**config.mk**
```make
export PLATFORM = sky130hd
export DESIGN_NAME = bus_excp_ctrl
export DESIGN_NICKNAME = d
export VERILOG_FILES = /design/src/rtl/bex_pkg.sv /design/src/rtl/bex_sync.sv /design/src/rtl/bex_timer.sv /design/src/rtl/bex_term_fsm.sv /design/src/rtl/bus_excp_ctrl.sv
export SDC_FILE = /design/constraint.sdc
export NUM_CORES = 1
export LEC_CHECK = 0
export ABC_AREA = 1
export BUFFER_PORTS_ARGS = -buffer_cell sky130_fd_sc_hd__clkbuf_2
export CAP_MARGIN = 25
export CORE_AREA = 4 4 43 63
export CTS_CLUSTER_DIAMETER = 30
export DETAILED_ROUTE_END_ITERATION = 16
export DIE_AREA = 0 0 47 67
export MAX_ROUTING_LAYER = met4
export SKIP_CTS_REPAIR_TIMING = 1
export SLEW_MARGIN = 20
export SYNTH_ARGS = -nofsm -noshare
export SYNTH_HDL_FRONTEND = slang
export SYNTH_SLANG_ARGS = --single-unit
```
**constraint.sdc**
```tcl
create_clock -name clk_i -period 1.84 [get_ports clk_i]
set_input_delay 0.092 -clock clk_i [delete_from_list [all_inputs] [get_ports clk_i]]
set_output_delay 0.092 -clock clk_i [all_outputs]
set_load 0.02 [all_outputs]
```
**src/rtl/bex_pkg.sv**
```systemverilog
package bex_pkg;
  typedef enum logic [1:0] {
    BX_NONE    = 2'd0,
    BX_OK      = 2'd1,
    BX_TIMEOUT = 2'd2,
    BX_RETRY   = 2'd3
  } bx_status_e;

  typedef enum logic [1:0] {
    PH_IDLE   = 2'd0,
    PH_ACTIVE = 2'd1,
    PH_HOLD   = 2'd2
  } bx_phase_e;
endpackage

```
**src/rtl/bex_sync.sv**
```systemverilog
module bex_sync #(
  parameter int WIDTH  = 1,
  parameter int STAGES = 2
) (
  input  logic             clk_i,
  input  logic             rst_ni,
  input  logic [WIDTH-1:0] d_i,
  output logic [WIDTH-1:0] q_o
);
  logic [WIDTH-1:0] stg_q [STAGES];

  for (genvar g = 0; g < STAGES; g++) begin : g_stage
    if (g == 0) begin : g_first
      always_ff @(posedge clk_i or negedge rst_ni)
        if (!rst_ni) stg_q[g] <= '0;
        else         stg_q[g] <= d_i;
    end else begin : g_next
      always_ff @(posedge clk_i or negedge rst_ni)
        if (!rst_ni) stg_q[g] <= '0;
        else         stg_q[g] <= stg_q[g-1];
    end
  end

  assign q_o = stg_q[STAGES-1];
endmodule

```
**src/rtl/bex_timer.sv**
```systemverilog
module bex_timer #(
  parameter int LIMIT = 16
) (
  input  logic clk_i,
  input  logic rst_ni,
  input  logic run_i,
  output logic expire_o
);
  localparam int CW = (LIMIT < 2) ? 1 : $clog2(LIMIT);
  localparam logic [CW-1:0] LAST = CW'(LIMIT - 1);

  logic [CW-1:0] cnt_q;

  always_ff @(posedge clk_i or negedge rst_ni)
    if (!rst_ni)             cnt_q <= '0;
    else if (!run_i)         cnt_q <= '0;
    else if (cnt_q != LAST)  cnt_q <= cnt_q + 1'b1;

  assign expire_o = run_i && (cnt_q == LAST);

  assert_cnt_bound_R3: assert property (@(posedge clk_i) disable iff (!rst_ni)
    cnt_q <= LAST);
  assert_cnt_clear_R8: assert property (@(posedge clk_i) disable iff (!rst_ni)
    !run_i |=> cnt_q == '0);
endmodule

```
**src/rtl/bex_term_fsm.sv**
```systemverilog
module bex_term_fsm
  import bex_pkg::*;
(
  input  logic       clk_i,
  input  logic       rst_ni,
  input  logic       as_i,
  input  logic       ack_i,
  input  logic       retry_i,
  input  logic       step_i,
  input  logic       expire_i,
  output logic       run_o,
  output logic       fault_o,
  output logic       stop_o,
  output logic [1:0] status_o
);
  bx_phase_e  phase_q, phase_d;
  bx_status_e status_q, status_d;
  logic fault_q, fault_d, pair_q, pair_d, stop_q, stop_d;

  // priority: acknowledge > retry > timeout
  always_comb begin
    phase_d  = phase_q;
    status_d = status_q;
    fault_d  = fault_q;
    pair_d   = pair_q;
    unique case (phase_q)
      PH_IDLE: if (as_i) phase_d = PH_ACTIVE;
      PH_ACTIVE: begin
        if (!as_i) begin
          phase_d = PH_IDLE;
        end else if (ack_i) begin
          phase_d  = PH_HOLD;
          status_d = BX_OK;
        end else if (retry_i) begin
          phase_d  = PH_HOLD;
          status_d = BX_RETRY;
          fault_d  = 1'b1;
          pair_d   = 1'b1;
        end else if (expire_i) begin
          phase_d  = PH_HOLD;
          status_d = BX_TIMEOUT;
          fault_d  = 1'b1;
          pair_d   = 1'b0;
        end
      end
      PH_HOLD: if (!as_i) begin
        phase_d = PH_IDLE;
        fault_d = 1'b0;
        pair_d  = 1'b0;
      end
      default: phase_d = PH_IDLE;
    endcase
    // while a fault is signalled, stop carries the retry flag only
    stop_d = fault_d ? pair_d : step_i;
  end

  always_ff @(posedge clk_i or negedge rst_ni)
    if (!rst_ni) begin
      phase_q  <= PH_IDLE;
      status_q <= BX_NONE;
      fault_q  <= 1'b0;
      pair_q   <= 1'b0;
      stop_q   <= 1'b0;
    end else begin
      phase_q  <= phase_d;
      status_q <= status_d;
      fault_q  <= fault_d;
      pair_q   <= pair_d;
      stop_q   <= stop_d;
    end

  assign run_o    = (phase_q == PH_ACTIVE);
  assign fault_o  = fault_q;
  assign stop_o   = stop_q;
  assign status_o = status_q;

  assert_fault_from_active_R3: assert property (@(posedge clk_i) disable iff (!rst_ni)
    $rose(fault_q) |-> $past(phase_q) == PH_ACTIVE);
  assert_pair_is_retry_R4: assert property (@(posedge clk_i) disable iff (!rst_ni)
    (fault_q && stop_q) |-> status_q == BX_RETRY);
  assert_hold_R5: assert property (@(posedge clk_i) disable iff (!rst_ni)
    (fault_q && as_i) |=> fault_q && $stable(stop_q));
  assert_release_R5: assert property (@(posedge clk_i) disable iff (!rst_ni)
    (fault_q && !as_i) |=> !fault_q);
  assert_ack_wins_R6: assert property (@(posedge clk_i) disable iff (!rst_ni)
    (phase_q == PH_ACTIVE && as_i && ack_i) |=> !fault_q && status_q == BX_OK);
  assert_step_alone_R7: assert property (@(posedge clk_i) disable iff (!rst_ni)
    ($rose(stop_q) && !fault_q) |-> $past(step_i));
endmodule

```
**src/rtl/bus_excp_ctrl.sv**
```systemverilog
module bus_excp_ctrl #(
  parameter int TIMEOUT_CYCLES = 16,
  parameter int SYNC_STAGES    = 2
) (
  input  logic       clk_i,
  input  logic       rst_ni,
  input  logic       strobe_i,
  input  logic [1:0] size_ack_i,
  input  logic       vec_ack_i,
  input  logic       retry_i,
  input  logic       step_i,
  output logic       bus_fault_o,
  output logic       stop_o,
  output logic [1:0] status_o
);
  localparam int NIN = 6;

  logic [NIN-1:0] raw, syn;
  logic run, expire, ack_s;

  assign raw = {step_i, retry_i, vec_ack_i, size_ack_i, strobe_i};

  bex_sync #(.WIDTH(NIN), .STAGES(SYNC_STAGES)) u_sync (
    .clk_i (clk_i),
    .rst_ni(rst_ni),
    .d_i   (raw),
    .q_o   (syn)
  );

  assign ack_s = |syn[3:1];

  bex_timer #(.LIMIT(TIMEOUT_CYCLES)) u_timer (
    .clk_i   (clk_i),
    .rst_ni  (rst_ni),
    .run_i   (run),
    .expire_o(expire)
  );

  bex_term_fsm u_fsm (
    .clk_i   (clk_i),
    .rst_ni  (rst_ni),
    .as_i    (syn[0]),
    .ack_i   (ack_s),
    .retry_i (syn[4]),
    .step_i  (syn[5]),
    .expire_i(expire),
    .run_o   (run),
    .fault_o (bus_fault_o),
    .stop_o  (stop_o),
    .status_o(status_o)
  );

  assert_reset_quiet_R1: assert property (@(posedge clk_i)
    !rst_ni |-> !bus_fault_o && !stop_o && status_o == 2'd0);
  assert_idle_ack_ignored_R9: assert property (@(posedge clk_i) disable iff (!rst_ni)
    (!syn[0] && !bus_fault_o) |=> $stable(status_o));
endmodule

```
# Yosys cells after proc, flatten, opt, wreduce, memory -nomap -nowiden
# Index checks and enable logic that the tools add are counted.
[word_totals]
ff_bits = 23
in_bits = 8
out_inout_bits = 4
word_cells = 47
[classes]
n_addsub = 1
eq_ne = 8
n_mux = 24
n_reduce_logical = 6
[ops]
columns = ["cell", "count"]
rows = [
  ["two-way mux 2 bit", 8],
  ["two-way mux 1 bit", 11],
  ["two-way mux 4 bit", 2],
  ["inequality test 2 bit, second input constant", 3],
  ["one-hot mux 2 bit (3 select lines)", 1],
  ["AND reduction 3 bit", 2],
  ["inequality test 5 bit, second input constant", 1],
  ["adder 4 x 1 -> 4 bit, second input constant", 1],
  ["equality test 4 bit, second input constant", 1],
  ["inequality test 4 bit, second input constant", 1],
  ["one-hot mux 1 bit (2 select lines)", 2],
  ["nonzero test 3 bit", 1],
  ["OR reduction 3 bit", 1],
  ["equality test 2 x 1 -> 1 bit, second input constant", 1],
  ["equality test 2 bit, second input constant", 1],
  ["zero test 2 bit", 1],
  ["logical AND 1 bit", 1],
]

# Longest topological paths before layout
[depth]
depth_word = 8
depth_mapped = 12

# Hierarchy
# A second synthesis with hierarchy kept.
[unflattened]
hier_cells = 101
hier_area_um2 = 996.0
[by_module_without_submodules]
columns = ["module", "n_inst", "cells_each", "area_each_um2"]
rows = [
  ["bex_term_fsm", 1, 54, 432.9],
  ["bex_sync", 1, 18, 345.3],
  ["bex_timer", 1, 26, 206.4],
  ["bus_excp_ctrl", 1, 3, 11.3],
]

# Worst setup path before layout
# Ideal clock, no wire load.
[synth_path]
kind = "reg-to-reg"
startpoint = "reg u_fsm.phase_q[1]"
endpoint = "reg u_fsm.stop_q (netlist: u_fsm.stop_o)"
setup_time_ns = 0.117
arrival_time_ns = 1.182
required_ns = 1.723
setup_slack_ns = 0.541
path_stages_with_launch = 12
path_buffers = 1
period_less_slack_ns = 1.299
path_cell_list = "dfrtp_1 -> inv_1 -> ha_1 -> buf_6 -> nand2_4 -> nor2_8 -> nor2_2 -> inv_2 -> nand2_2 -> nand2_2 -> nand2_1 -> nand2_1"
[synth_via]
elab_chain_cells = 8
elab_cells_between_ends = 14
[synth_lines]
columns = ["element", "line", "source"]
rows = [
  ["start: declaration", "bex_term_fsm.sv:16", "bx_phase_e phase_q, phase_d;"],
  ["start signal: assignment", "bex_term_fsm.sv:65", "phase_q <= phase_d;"],
  ["equality test 2 x 1 -> 1 bit", "bex_term_fsm.sv:26, bex_term_fsm.sv:72", ""],
  ["logical AND 1 bit", "bex_timer.sv:19", "assign expire_o = run_i && (cnt_q == LAST);"],
  ["two-way mux 1 bit", "bex_term_fsm.sv:39", "end else if (expire_i) begin"],
  ["two-way mux 1 bit", "bex_term_fsm.sv:34", "end else if (retry_i) begin"],
  ["two-way mux 1 bit", "bex_term_fsm.sv:31", "end else if (ack_i) begin"],
  ["two-way mux 1 bit", "bex_term_fsm.sv:29", "if (!as_i) begin"],
  ["one-hot mux 1 bit (2 select lines) *", "bex_term_fsm.sv:26", "unique case (phase_q)"],
  ["named net u_fsm.fault_d", "bex_term_fsm.sv:18", "logic fault_q, fault_d, pair_q, pair_d, stop_q, stop_d;"],
  ["two-way mux 1 bit *", "bex_term_fsm.sv:54", "stop_d = fault_d ? pair_d : step_i;"],
  ["named net u_fsm.stop_d", "bex_term_fsm.sv:18", ""],
  ["end signal: assignment", "bex_term_fsm.sv:69", "stop_q <= stop_d;"],
  ["end: declaration", "bex_term_fsm.sv:18", ""],
]
# The timed path passes the listed nets; every way through them passes the cells marked *.
# A chain may end at the register's enable or synchronous reset.

# Final worst setup path
[layout_path]
startpoint = "reg u_fsm.phase_q[1]"
endpoint = "reg u_fsm.stop_q (netlist: u_fsm.stop_o)"
[layout_via]
elab_chain_cells = 8
elab_cells_between_ends = 14
[layout_lines]
columns = ["element", "line"]
rows = [
  ["equality test 2 x 1 -> 1 bit", "bex_term_fsm.sv:26, bex_term_fsm.sv:72"],
  ["logical AND 1 bit", "bex_timer.sv:19"],
  ["two-way mux 1 bit", "bex_term_fsm.sv:39"],
  ["two-way mux 1 bit", "bex_term_fsm.sv:34"],
  ["two-way mux 1 bit", "bex_term_fsm.sv:31"],
  ["two-way mux 1 bit", "bex_term_fsm.sv:29"],
  ["one-hot mux 1 bit (2 select lines) *", "bex_term_fsm.sv:26"],
  ["named net u_fsm.pair_d", "bex_term_fsm.sv:18"],
  ["two-way mux 1 bit *", "bex_term_fsm.sv:54"],
  ["named net u_fsm.stop_d", "bex_term_fsm.sv:18"],
]
# Marks and branches as above.

==> results_dict.tcl <==
set metrics [dict create \
    worstSetupEndpointType "flip-flop" \
    wire_per_inst_um 10.7 \
    fin_util_pct 49.9 \
    crit_arrival_ns 1.78 \
    fp.dieArea_sq_mm 0.00315 \
    drv_cap 0 \
    finalCritPeriodShare_pct 85.6 \
    syn_avg_cell_area_sq_um 10.2 \
    start_util_pct 42.2 \
    hp-class "in2async" \
    yosysMostFrequentCell "nand2_1" \
    drt-initial-drc-count 14 \
    synth_top_area_cell "dfrtp_1" \
    insertion_delay_ns 0.30 \
    reg2reg_setup_slack_ns 0.26 \
    ys_seq_area_share_pct 61.7 \
    clock_sinks 23 \
    p_leak_nw 0.593 \
    grt_max_degree 24 \
    track_usage_pct 11.4 \
    tightest_slew_ns 0.560 \
    synthTopCellsByArea "dfrtp_1 62%, nand2_1 10%, ha_1 5.4%" \
    setup_violations 0 \
    peakVddDrop_v 0.000556 \
    synth_area_sq_um 932 \
    wl_um 1450 \
    post_dp_cell_area_sq_mm 0.00100 \
    hold_viol 0 \
    die_h_um 67 \
    drc 0 \
    place_congestion 0.762 \
    syn_inst 91 \
    via_count 631 \
    nets 125 \
    grt_pass1_wl_um 2520 \
    port_buffers 11 \
    pin_count 12 \
    antenna_found_initial 0 \
    synthArstFlopShare_pct 100 \
    ys_top_cells_by_count "26 x nand2_1, 23 x dfrtp_1, 7 x inv_1" \
    clk_pin_slew_ns 0.12 \
    crit_fanout 9 \
    maxSlewHeadroom_pct 62.7 \
    hold_slack_ns 0.289 \
    clockRootBuffer "clkbuf_4" \
    ys_seq_elements 23 \
    path_class "reg2reg" \
    via_per_inst 4.67 \
    required_ns 2.05 \
    die_w_um 47 \
    rsz0062_at_grt "no" \
    setup_tns_ns 0 \
    clock-skew-final_ns 0.00330 \
    status "completed" \
    hpwl_um 1050 \
    layout-drive-gt1-share_pct 22.3 \
    final_cell_area_sq_mm 0.00110 \
    synth_nets 103 \
    rows 21 \
    htreeDepth 1 \
    clockBufferDepth 2 \
    ant_nets 0 \
    grt_remaining_overflow 0 \
    finalMaxSlewViolations 0 \
    startpoint_type "flip-flop" \
    core_sq_mm 0.00221 \
    synth_edf_count 0 \
    tritoncts "done" \
    p_per_area_mw_per_mm2 1150 \
    area_growth_syn_to_layout_pct 18.3 \
    post-route-min-period_ns 1.58 \
    firstDrtPassIters 4 \
    numCtsBuffers 3 \
    synth_top_area_share_pct 61.7 \
    fmax_mhz 635 \
    synth_warnings 0 \
    ys.flop_type "dfrtp_1" \
    ys_types 17 \
    first_global_vias 622 \
    antenna_cells 0 \
]
[path summary, 6_finish.rpt]
| kind | endpoint | start | cells after the start |
|---|---|---|---|
| max | u_fsm.stop_o | u_fsm.phase_q[1] | 11 |
| min | u_timer.cnt_q[2] | rst_ni | 2 |
| max reg2reg | u_fsm.stop_o | u_fsm.phase_q[1] | 11 |
| min reg2reg | u_sync.q_o[3] | u_sync.stg_q[9] | 0 |
| max in group asynchronous | u_sync.q_o[4] | rst_ni | 2 |
| min in group clk_i | u_sync.q_o[3] | u_sync.stg_q[9] | 0 |
[final cells by class]
class                      instances  area (sq um)
clock buffer                       3          22.5
clock inverter                     1          5.00
fill                             209          1100
inverter                          10          37.5
multi-input combinational         57           308
sequential                        23           576
tap                               23          28.8
timing repair buffer              18           125
[worst max-delay path, stage by stage, from the launching register on]
cell     delay, ns
dfrtp_1       0.41
inv_1         0.09
ha_1          0.38
nand2_4       0.11
nor2_8        0.14
inv_2         0.05
nand2_1       0.05
nand2_1       0.05
nand2_1       0.05
nand2_1       0.06
nand2_1       0.06
nand2_1       0.05
[layout by cell type, fill, tap and decap left out, drive strengths merged]
cell / n
inv: 10
nor3: 1
clkbuf: 14
a21boi: 1
o21ai: 7
nand3: 6
clkinv: 1
ha: 4
dfrtp: 23
dlygate4sd3: 7
nand2: 31
nor2: 6
a21oi: 1
[per-layer routing]
layer	wire length [um]	track usage (%)	share of wire [%]	vias up
met5	0	-	0	-
met4	16	5.19	1.1	0
met3	51	1.62	3.5	2
met2	764	18.5	53	11
met1	617	13.6	43	296
li1	-	-	-	322
[sequential cells by signal, summed over array words and instances, names as in the netlist]
name / count
u_timer.cnt_q: 4
u_fsm.stop_o: 1
u_fsm.pair_q: 1
u_sync.stg_q: 6
u_fsm.phase_q: 2
u_sync.q_o: 6
u_fsm.status_o: 2
u_fsm.fault_o: 1
[report_power, final]
group | leakage, nW | internal, W | switching (W)
clock network | 0.0177 | 0.0000810 | 0.000142
registers | 0.284 | 0.000596 | 0.0000559
logic | 0.292 | 0.000147 | 0.000243
[through the flow]
step	power, W	instances	setup slack [ns]
2_1_floorplan	0.000962	91	0.541
3_3_place_gp	0.00104	124	0.287
3_5_place_dp	0.00105	124	0.251
4_1_cts	0.00128	128	0.219
5_1_grt	0.00139	135	0.0669
6_report	0.00126	135	0.264
[cells by family (layout without fill, tap and decap cells)]
group | count (synthesis) | after routing | share of synthesized area, %
fa+ha+maj | 4 | 4 | 5.37
flops | 23 | 23 | 61.7
simple gates | 44 | 44 | 22.5
buf+inv | 11 | 32 | 5.24
compound gates | 9 | 9 | 5.10
Note: power is estimated with default switching activity, not from simulation.
